--- config.mk ---
export PLATFORM = sky130hd
export DESIGN_NAME = spi_slave_rx
export DESIGN_NICKNAME = d
export VERILOG_FILES = /design/src/rtl/spi_slave_rx.sv
export SDC_FILE = /design/constraint.sdc
export NUM_CORES = 1
export LEC_CHECK = 0
export CAP_MARGIN = 20
export CORE_MARGIN = 4
export CORE_UTILIZATION = 35
export CTS_CLUSTER_DIAMETER = 120
export DETAILED_ROUTE_END_ITERATION = 8
export PLACE_DENSITY = 0.68
export SLEW_MARGIN = 20
export SYNTH_ARGS = -nofsm -noshare
export SYNTH_HDL_FRONTEND = slang
export SYNTH_SLANG_ARGS = --single-unit
--- constraint.sdc ---
create_clock -name clk -period 5.9 [get_ports clk]
set_input_delay 0.885 -clock clk [delete_from_list [all_inputs] [get_ports clk]]
set_output_delay 0.885 -clock clk [all_outputs]
set_load 0.01 [all_outputs]
--- src/rtl/spi_slave_rx.sv ---
module spi_slave_rx #(
  parameter int unsigned MIN_BITS = 8,
  parameter int unsigned MAX_BITS = 16,
  parameter int unsigned AW       = 3
) (
  input  logic                clk,
  input  logic                rst_n,
  input  logic                sck_i,
  input  logic                sel_n_i,
  input  logic                mosi_i,
  output logic                miso_o,
  input  logic                reg_wr,
  input  logic                reg_rd,
  input  logic [AW-1:0]       reg_addr,
  input  logic [MAX_BITS-1:0] reg_wdata,
  output logic [MAX_BITS-1:0] reg_rdata,
  output logic                irq_o
);
  localparam int unsigned IW = $clog2(MAX_BITS);
  localparam int unsigned CW = $clog2(MAX_BITS + 1);
  localparam logic [AW-1:0] A_CFG  = AW'(0);
  localparam logic [AW-1:0] A_RXD  = AW'(1);
  localparam logic [AW-1:0] A_TXD  = AW'(2);
  localparam logic [AW-1:0] A_STAT = AW'(3);
  localparam logic [AW-1:0] A_IEN  = AW'(4);
  localparam logic [AW-1:0] A_IDIS = AW'(5);
  localparam logic [AW-1:0] A_MASK = AW'(6);

  logic [2:0] sck_p, sel_p;
  logic [1:0] mosi_p;
  logic [1:0] mode_q;
  logic [3:0] lenf_q;
  logic [MAX_BITS-1:0] sh_q, rxd_q;
  logic [CW-1:0] cnt_q;
  logic full_q, ovr_q, selr_q, miso_q;
  logic [2:0] mask_q;

  wire cpha = mode_q[0];
  wire cpol = mode_q[1];

  logic [CW-1:0] len;
  assign len = (lenf_q > 4'(MAX_BITS - MIN_BITS)) ? CW'(MAX_BITS) : CW'(MIN_BITS) + CW'(lenf_q);
  wire [IW-1:0] msb = IW'(len - CW'(1));

  wire active   = ~sel_p[1];
  wire sel_fall = ~sel_p[1] & sel_p[2];
  wire sel_rise = sel_p[1] & ~sel_p[2];
  wire sck_edge = sck_p[1] ^ sck_p[2];
  wire lead     = sck_p[1] != cpol;
  wire smp      = active & sck_edge & (lead ^ cpha);
  wire drv      = active & sck_edge & ~(lead ^ cpha);
  wire word_done = smp && (cnt_q == len - CW'(1));

  wire [MAX_BITS-1:0] sh_nx = {sh_q[MAX_BITS-2:0], mosi_p[1]};
  wire [MAX_BITS-1:0] wmask = ~({MAX_BITS{1'b1}} << len);

  wire wr_cfg  = reg_wr && reg_addr == A_CFG;
  wire wr_txd  = reg_wr && reg_addr == A_TXD;
  wire wr_ien  = reg_wr && reg_addr == A_IEN;
  wire wr_idis = reg_wr && reg_addr == A_IDIS;
  wire rd_rxd  = reg_rd && reg_addr == A_RXD;
  wire rd_stat = reg_rd && reg_addr == A_STAT;

  wire [2:0] status = {selr_q, ovr_q, full_q};

  always_ff @(posedge clk or negedge rst_n)
    if (!rst_n) begin
      sck_p  <= '0;
      sel_p  <= '1;
      mosi_p <= '0;
    end else begin
      sck_p  <= {sck_p[1:0], sck_i};
      sel_p  <= {sel_p[1:0], sel_n_i};
      mosi_p <= {mosi_p[0], mosi_i};
    end

  always_ff @(posedge clk or negedge rst_n)
    if (!rst_n) begin
      cnt_q  <= '0;
      sh_q   <= '0;
      miso_q <= 1'b0;
    end else begin
      if (!active)  cnt_q <= '0;
      else if (smp) cnt_q <= word_done ? '0 : cnt_q + CW'(1);
      if (smp)                    sh_q <= sh_nx;
      else if (wr_txd && !active) sh_q <= reg_wdata;
      if ((sel_fall && !cpha) || drv) miso_q <= sh_q[msb];
    end

  always_ff @(posedge clk or negedge rst_n)
    if (!rst_n) begin
      full_q <= 1'b0;
      ovr_q  <= 1'b0;
      selr_q <= 1'b0;
      rxd_q  <= '0;
    end else begin
      if (rd_rxd) full_q <= 1'b0;
      if (rd_stat) begin
        ovr_q  <= 1'b0;
        selr_q <= 1'b0;
      end
      if (word_done) begin
        if (full_q) ovr_q <= 1'b1;
        else begin
          full_q <= 1'b1;
          rxd_q  <= sh_nx & wmask;
        end
      end
      if (sel_rise) selr_q <= 1'b1;
    end

  always_ff @(posedge clk or negedge rst_n)
    if (!rst_n) begin
      mode_q <= '0;
      lenf_q <= '0;
      mask_q <= '0;
    end else begin
      if (wr_cfg) begin
        mode_q <= reg_wdata[1:0];
        lenf_q <= reg_wdata[7:4];
      end
      if (wr_ien)       mask_q <= mask_q | reg_wdata[2:0];
      else if (wr_idis) mask_q <= mask_q & ~reg_wdata[2:0];
    end

  always_comb begin
    reg_rdata = '0;
    case (reg_addr)
      A_CFG:   reg_rdata[7:0] = {lenf_q, 2'b00, mode_q};
      A_RXD:   reg_rdata = rxd_q;
      A_STAT:  reg_rdata[2:0] = status;
      A_MASK:  reg_rdata[2:0] = mask_q;
      default: reg_rdata = '0;
    endcase
  end

  assign miso_o = miso_q;
  assign irq_o  = |(status & mask_q);
endmodule

==> impl_metrics.tcl, run 1 <==
set metrics [dict create \
    status "complete, no violations" \
    drc 0 \
    tightest_slew_ns 1.020 \
    crit_required_ns 5.02 \
    seqPwrFrac_pct 47.3 \
    synth_cell_types 42 \
    end_kind "primary output" \
    start_util_pct 36.15 \
    ir_worst_vdd_v 0.0001441 \
    place_congestion 0.7934 \
    drt_pass1_iterations 4 \
    die_area_mm2 0.01007 \
    hp-start "sck_p[0]" \
    comb_power_share_pct 24.2 \
    fp.dieH_um 100.4 \
    r2r-start "lenf_q[3]" \
    rsz0062_at_grt "false" \
    cts_tree "done" \
    first_global_vias 2209 \
    grt.overflow.total 0 \
    p_int_uw 806.2 \
    r2r_cells 7 \
    syn_inst 284 \
    avgSynthCellArea_um2 10.51 \
    layout_commonest_cell "dfrtp_1" \
    worst_ep_arrival_time_ns 3.00 \
    port_buffers 43 \
    netlist_area_mm2 0.002985 \
    power.total_uw 1178 \
    relSlewSlack_pct 31.77 \
    cts_buffers 9 \
    timing.fmax_ghz 0.2574 \
    p_sw_share_pct 31.53 \
    switching_power_uw 371.3 \
    setup_tns_ns 0 \
    antennaDiodeCount 0 \
    drive_gt1_share_pct 15.76 \
    min_period_over_period_pct 65.84 \
    ant_nets 0 \
    whs_endpoint "sck_p[1]" \
    rows 33 \
    synth-async-reset-ratio_pct 100.0 \
    report.final.setup_viol 0 \
    yosys_warnings 0 \
    postCtsResizedCells 0 \
    crit_type "input pin to primary output" \
    worstHoldPathCells 0 \
    cts_setup_buffers 0 \
    slew_viol_final 0 \
    cp_max_fo 25 \
    pre_cts_ws_ns 2.033 \
    cts-root-buf "clkbuf_8" \
    antenna_found_initial 0 \
    worst_slack_ns 2.015 \
    hp-class "flop to flop" \
    vias 2260 \
    grt_use_total_pct 13.94 \
    drt-vias-per-instance 5.195 \
    worst_setup_path_start_kind "input pin" \
    syn_nets 314 \
    h-tree-depth 3 \
    clockBufferDepth 2 \
    r2r_slack_ns 2.38 \
    pwr-share-clk_pct 28.5 \
    insertion_delay_ns 0.33 \
    synth_seq_area_share_pct 48.74 \
    place_hpwl_um 4624 \
    pin_count 44 \
    whs_ns 0.3476 \
    area_growth_pct 22.59 \
    cts_hold_buffers 0 \
    drt_wl_total_um 6614 \
    power.leakage_uw 0.001595 \
    final_cell_mix "55 x dfrtp_1, 42 x clkdlybuf4s50_1, 29 x o21ai_0" \
    die_x_um 100.4 \
    routedWlPerCell_um 15.20 \
    filler_cell_count 781 \
    grt_max_degree 59 \
    clk_pin_slew_ns 0.06 \
    core_area_mm2 0.008258 \
    ys_ff_latch 58 \
    drv_cap 0 \
    fin_skew_ns 0.01213 \
    hold_viol_final 0 \
    r2r-end "rxd_q[5]" \
    min_period_ns 3.885 \
    power_density_mw_per_mm2 321.7 \
    synth-edff-count 0 \
    synth_ff_type "dfrtp_1" \
    drt_iter0_markers 174 \
    grt_pass1_wl_um 11120 \
    cts.sinks 58 \
    layout.nets 355 \
]
-- state kept, by name (all words and copies together), names as in the netlist, named ones only --
name,count
rxd_q,16
sh_q,16
cnt_q,5
lenf_q,4
sck_p,3
sel_p,3
mode_q,2
mosi_p,2
full_q,1
miso_o,1
ovr_q,1
selr_q,1
-- metrics by stage --
| stage | cells | utilization [%] | area [um^2] |
|---|---|---|---|
| final | 435 | 44.32 | 3660 |
| after detailed placement | 418 | 42.02 | 3470 |
| after CTS | 434 | 44.23 | 3652 |
| after floorplan | 284 | - | 2985 |
| after global placement | 418 | 42.02 | 3470 |
| after global routing | 435 | 44.32 | 3660 |
-- worst max-delay path: stages --
cell             delay (ns)
clkdlybuf4s50_1        1.09
mux2i_1                0.26
o21ai_0                0.10
a22o_1                 0.19
clkdlybuf4s50_1        0.47
-- worst max path at each step --
stage | to | startpoint | slack [ns]
final | reg_rdata[0] | reg_addr[0] | 2.02
after global routing | reg_rdata[0] | reg_addr[0] | 1.88
after floorplan | rxd_q[10] | lenf_q[3] | 2.88
after global placement | reg_rdata[0] | reg_addr[0] | 2.07
after CTS | reg_rdata[0] | reg_addr[0] | 2.03
after detailed placement | reg_rdata[0] | reg_addr[0] | 2.03
-- Yosys cell counts, drive strengths merged (2+ instances only) --
| cell type | number | area [um^2] |
|---|---|---|
| or2 | 3 | 18.77 |
| a32o | 2 | 20.02 |
| clkbuf | 12 | 45.04 |
| nor3 | 4 | 31.28 |
| nor2 | 19 | 71.32 |
| nand2 | 17 | 63.81 |
| buf | 4 | 47.54 |
| inv | 24 | 90.09 |
| dfstp | 3 | 78.83 |
| mux4 | 2 | 45.04 |
| a21oi | 5 | 25.02 |
| nand3 | 10 | 50.05 |
| nand4 | 2 | 12.51 |
| o21ai | 29 | 145.1 |
| mux2 | 22 | 270.3 |
| mux2i | 11 | 110.1 |
| a22o | 2 | 17.52 |
| dfrtp | 55 | 1376 |
| xor2 | 4 | 35.03 |
| o211ai | 2 | 15.01 |
| a22oi | 17 | 127.6 |
| nand2b | 5 | 31.28 |
| nor3b | 2 | 15.01 |
| xnor2 | 2 | 17.52 |
| and3 | 9 | 56.30 |
| ha | 4 | 50.05 |
| nor2b | 3 | 18.77 |
-- metal layers --
layer	share of wire, %	global-route usage (%)	vias to the layer above
met5	0	0	-
met4	1.7	6.321	0
met1	48	20.02	1102
met2	46	20.44	67
li1	-	-	1080
met3	4.5	2.502	11
-- kinds of logic (layout without fill, tap and decap cells) --
logic type                 count (synthesis)  after routing  share of synthesized area [%]
DFF                                       58             58                          48.74
xor gates and xnor gates                   6              6                          1.760
and+or+nand+nor                           79             79                          14.33
muxes                                     35             35                          14.25
buffers and inverters                     40             86                          6.119
AOI/OAI and AO/OA                         62             62                          13.12
adders and majority gates                  4              4                          1.677
-- layout make-up --
class	instances	area (um^2)	area share, %
timing repair buffer	46	447.9	12.24
inverter	24	90.09	2.462
multi-input combinational	186	1353	36.96
tap	105	131.4	3.590
sequential	58	1455	39.76
clock buffer	14	172.7	4.718
clock inverter	2	10.01	0.2735
-- power groups by stage --
stage | clock, uW | combinational (uW) | sequential, uW
2_1_floorplan | 0 | 214 | 531
3_3_place_gp | 0 | 279 | 560
3_5_place_dp | 0 | 285 | 562
4_1_cts | 341 | 288 | 555
5_1_grt | 361 | 322 | 568
6_report | 336 | 285 | 557
No activity file was read; power rests on OpenSTA's default activity.
==> run 2: changes to the inputs <==
--- a/config.mk
+++ b/config.mk
@@ -10,7 +10,7 @@
 export CORE_UTILIZATION = 35
 export CTS_CLUSTER_DIAMETER = 120
 export DETAILED_ROUTE_END_ITERATION = 8
-export PLACE_DENSITY = 0.68
+export PLACE_DENSITY = 0.7
 export SLEW_MARGIN = 20
 export SYNTH_ARGS = -nofsm -noshare
 export SYNTH_HDL_FRONTEND = slang
==> constraint.sdc (replaced) <==
create_clock -name clk -period 3.55 [get_ports clk]
set_input_delay 0.5325 -clock clk [delete_from_list [all_inputs] [get_ports clk]]
set_output_delay 0.5325 -clock clk [all_outputs]
set_load 0.01 [all_outputs]
==> run 2 against run 1 <==
Against the previous run: clock power increased by 86%; sequential power grew 66%; count of clock-buffer cells in the layout down 1; via count grew 0.31%; register-to-register slack worse by 1.8 ns; global-route usage rose by 1.4 points; combinational power rose by 74%; critical path type is now flop to flop; critical endpoint is now rxd_q[4].
==> impl_metrics.tcl, run 2 (synthesized netlist as in run 1, its figures left out) <==
set metrics [dict create \
    status "complete, no violations" \
    regArea_mm2 0.001455 \
    cts_buffers 9 \
    relSlewSlack_pct 45.79 \
    routedWlPerCell_um 15.74 \
    layout_commonest_cell "dfrtp_1" \
    filler_cell_count 783 \
    cp_max_fo 17 \
    worst_setup_path_start_kind "flop" \
    grt_use_total_pct 15.36 \
    drv_cap 0 \
    final_cell_mix "55 x dfrtp_1, 42 x clkdlybuf4s50_1, 29 x o21ai_0" \
    end_kind "flop" \
    cts-root-buf "clkbuf_8" \
    start_util_pct 36.15 \
    power.leakage_uw 0.001629 \
    utilization_pct 45.03 \
    clockBufferDepth 2 \
    cts_tree "done" \
    min_period_over_period_pct 82.34 \
    min_period_ns 2.923 \
    r2r_cells 8 \
    core_area_mm2 0.008258 \
    multi_input_area_mm2 0.001353 \
    slew_viol_final 0 \
    tightest_slew_ns 0.8131 \
    port_buffers 43 \
    grt_max_degree 37 \
    cts_hold_buffers 0 \
    hp-class "input pin to async pin" \
    report.final.setup_viol 0 \
    die_area_mm2 0.01007 \
    cts_setup_buffers 0 \
    power_density_mw_per_mm2 550.1 \
    insertion_delay_ns 0.33 \
    grt_pass1_wl_um 12140 \
    drc 0 \
    ant_nets 0 \
    drive_gt1_share_pct 17.07 \
    drt_wl_total_um 6909 \
    place_congestion 0.8185 \
    drt-vias-per-instance 5.164 \
    drt_iter0_markers 157 \
    area_growth_pct 24.56 \
    first_global_vias 2426 \
    drt_pass1_iterations 4 \
    whs_ns 0.2944 \
    hold_viol_final 0 \
    fp.dieH_um 100.4 \
    antenna_found_initial 0 \
    clk_pin_slew_ns 0.06 \
    timing.fmax_ghz 0.3421 \
    die_x_um 100.4 \
    h-tree-depth 3 \
    grt.overflow.total 0 \
    crit_required_ns 3.76 \
    pin_count 44 \
    rows 33 \
    vias 2267 \
    worst_ep_arrival_time_ns 3.14 \
    fin_skew_ns 0.008540 \
    setup_tns_ns 0 \
    postCtsResizedCells 0 \
    crit_type "flop to flop" \
    reg_top3 "rxd_q (16), sh_q (16), cnt_q (5)" \
    place_hpwl_um 5113 \
    antennaDiodeCount 0 \
    layout.nets 360 \
    rsz0062_at_grt "false" \
    ir_worst_vdd_v 0.0002191 \
    cts.sinks 58 \
]
==> run 2: cell types whose count changed in the layout (fill, tap and decap cells not counted), sizes merged <==
cell    change
buf         +5
clkbuf      -1
clkinv      -1
bufinv      +1
==> run 2: worst paths after layout <==
| kind | from | endpoint | slack (ns) |
|---|---|---|---|
| worst max-delay path | lenf_q[3] | rxd_q[4] | 0.63 |
| worst min-delay path | rst_n | rxd_q[13] | 0.29 |
| worst max register to register | lenf_q[3] | rxd_q[4] | 0.63 |
| worst min register to register | sck_p[0] | sck_p[1] | 0.35 |
| max in group asynchronous | rst_n | sh_q[5] | 2.45 |
| min in group clk | sck_p[0] | sck_p[1] | 0.35 |
==> run 2: power by group <==
group | switching [uW] | total (uW) | internal [uW]
logic | 249 | 497 | 248
clock network | 247 | 624 | 377
registers | 133 | 925 | 792
==> run 2: worst max-delay path: stages, from the launching register on <==
cell and delay (ns):
dfrtp_1 0.46, nand2b_1 0.25, ha_1 0.31, xor2_1 0.16, mux2_2 0.26, or4_4 0.55
nor3_4 0.14, buf_4 0.30, mux2_2 0.38
==> run 2: metrics by stage <==
step | area, um^2 | setup WS (ns) | power, uW | instances
2_1_floorplan | 2985 | 0.5348 | 1238 | 284
3_3_place_gp | 3515 | 0.6612 | 1409 | 424
3_5_place_dp | 3515 | 0.6221 | 1431 | 424
4_1_cts | 3719 | 0.6173 | 2060 | 439
5_1_grt | 3719 | 0.4481 | 2180 | 439
6_report | 3719 | 0.6271 | 2046 | 439
==> run 2: area by class of cell <==
| cell class | instances | area share, % |
|---|---|---|
| Sequential cell | 58 | 39.13 |
| Clock inverter | 2 | 0.9421 |
| Tap cell | 105 | 3.533 |
| Multi-Input combinational cell | 186 | 36.37 |
| Inverter | 24 | 2.423 |
| Clock buffer | 13 | 4.542 |
| Timing Repair Buffer | 51 | 13.06 |
==> run 2: per-layer routing <==
layer / wire length, um / vias up / global-route usage [%]
li1: - / 1092 / -
met1: 3185 / 1107 / 20.36
met2: 3294 / 54 / 23.65
met3: 235 / 14 / 3.127
met4: 193 / 0 / 8.083
met5: 0 / - / 0
==> run 3: changes to the inputs <==
--- a/config.mk
+++ b/config.mk
@@ -10,7 +10,7 @@
 export CORE_UTILIZATION = 35
 export CTS_CLUSTER_DIAMETER = 120
 export DETAILED_ROUTE_END_ITERATION = 8
-export PLACE_DENSITY = 0.7
+export PLACE_DENSITY = 0.68
 export SLEW_MARGIN = 20
 export SYNTH_ARGS = -nofsm -noshare
 export SYNTH_HDL_FRONTEND = slang
==> constraint.sdc (replaced) <==
create_clock -name clk -period 3 [get_ports clk]
set_input_delay 0.45 -clock clk [delete_from_list [all_inputs] [get_ports clk]]
set_output_delay 0.45 -clock clk [all_outputs]
set_load 0.01 [all_outputs]
==> run 3 against run 2 <==
Against the previous run: sequential share of layout area shrank 0.55 points; clock power increased by 17%; sequential power rose by 17%; global-route usage is 0.93 points lower; highest routed layer unchanged.
==> impl_metrics.tcl, run 3 (synthesized netlist as in run 1, its figures left out) <==
set metrics [dict create \
    drv_cap 0 \
    clockBufferDepth 2 \
    first_global_vias 2305 \
    cts-root-buf "clkbuf_8" \
    power_density_mw_per_mm2 644.5 \
    rows 33 \
    min_period_ns 2.755 \
    grt.overflow.total 0 \
    pre_cts_ws_ns 0.2522 \
    power.leakage_uw 0.001656 \
    cp_common_cell "mux2_2" \
    cts.sinks 58 \
    cts_buffers 9 \
    whs_ns 0.2486 \
    h-tree-depth 3 \
    fp.dieH_um 100.4 \
    fin_skew_ns 0.006294 \
    antennaDiodeCount 0 \
    critPathTopFamily "simple AND/OR/NAND/NOR gates" \
    drt_wl_total_um 6849 \
    core_area_mm2 0.008258 \
    status "complete, no violations" \
    worst_slack_ns 0.2445 \
    layout.nets 364 \
    drt_pass1_iterations 4 \
    crit_path_max_incr_delay_ns 0.55 \
    final_cell_mix "55 x dfrtp_1, 42 x clkdlybuf4s50_1, 29 x o21ai_0" \
    slew_viol_final 0 \
    worst_setup_path_start_kind "flop" \
    die_area_mm2 0.01007 \
    regArea_mm2 0.001455 \
    hp-class "input pin to async pin" \
    cp_max_fo 17 \
    setup_tns_ns 0 \
    grt_pass1_wl_um 11280 \
    postCtsResizedCells 0 \
    insertion_delay_ns 0.34 \
    grt_use_total_pct 14.42 \
    cts_tree "done" \
    layout_commonest_cell "dfrtp_1" \
    rsz0062_at_grt "false" \
    antenna_found_initial 0 \
    drt-vias-per-instance 5.074 \
    grt_max_degree 59 \
    cts_hold_buffers 0 \
    timing.fmax_ghz 0.3629 \
    clk_pin_slew_ns 0.07 \
    start_util_pct 36.15 \
    filler_cell_count 772 \
    ant_nets 0 \
    worst_ep_arrival_time_ns 2.98 \
    min_period_over_period_pct 91.85 \
    area_growth_pct 26.32 \
    crit_path_cell_trace "nand2b_1 -> ha_2 -> xor2_1 -> mux2_2 -> or4_4 -> nor3_4 -> buf_12 -> mux2_2" \
    pin_count 44 \
    cpMaxStageDelayCell "or4_4" \
    place_hpwl_um 5031 \
    drc 0 \
    hold_viol_final 0 \
    tightest_slew_ns 0.7291 \
    end_kind "flop" \
    relSlewSlack_pct 51.39 \
    cts_setup_buffers 0 \
    crit_type "flop to flop" \
    drt_iter0_markers 144 \
    ir_worst_vdd_v 0.0002667 \
    vias 2253 \
    port_buffers 43 \
    routedWlPerCell_um 15.43 \
    crit_required_ns 3.22 \
    report.final.setup_viol 0 \
    critical_path_buf_inv_count 1 \
    reg_top3 "rxd_q (16), sh_q (16), cnt_q (5)" \
    die_x_um 100.4 \
    place_congestion 0.7963 \
    drive_gt1_share_pct 19.17 \
    multi_input_area_mm2 0.001363 \
]
[run 3: power breakdown]
part	total, uW	switching (uW)	internal (uW)
registers	1080	143	937
clock network	733	309	424
logic	618	306	311
total	2430	759	1670
[run 3: stage by stage]
| step | cell area (um^2) | util [%] | total power, uW | std cells |
|---|---|---|---|---|
| after floorplan | 2999 | - | 1476 | 284 |
| after global placement | 3567 | 43.20 | 1692 | 428 |
| after detailed placement | 3567 | 43.20 | 1712 | 428 |
| after CTS | 3771 | 45.67 | 2450 | 444 |
| after global routing | 3771 | 45.67 | 2573 | 444 |
| final | 3771 | 45.67 | 2431 | 444 |
[run 3: area by class of cell]
cell class	instances	share of cell area, %
repair buffers	55	14.00
clock inverters	5	1.393
flip-flops and latches	58	38.59
inverters	24	2.389
well taps	105	3.484
clock buffers	11	4.015
multi-input cells	186	36.13
[run 3: metal layers]
metal	wire length [um]	GRT usage, %	vias to the layer above
met5	0	0	-
met4	116	7.254	0
met3	252	2.919	8
met2	3322	22.22	55
met1	3157	19.27	1091
li1	-	-	1099
[run 3: final timing paths]
| kind | from | to | slack (ns) | cells past startpoint |
|---|---|---|---|---|
| max in group asynchronous | rst_n | cnt_q[1] | 2.26 | 2 |
| max | lenf_q[3] | rxd_q[5] | 0.24 | 8 |
| max reg2reg | lenf_q[3] | rxd_q[5] | 0.24 | 8 |
| min reg2reg | mosi_p[0] | mosi_p[1] | 0.35 | 0 |
| min | rst_n | rxd_q[13] | 0.25 | 2 |
| min in group clk | mosi_p[0] | mosi_p[1] | 0.35 | 0 |
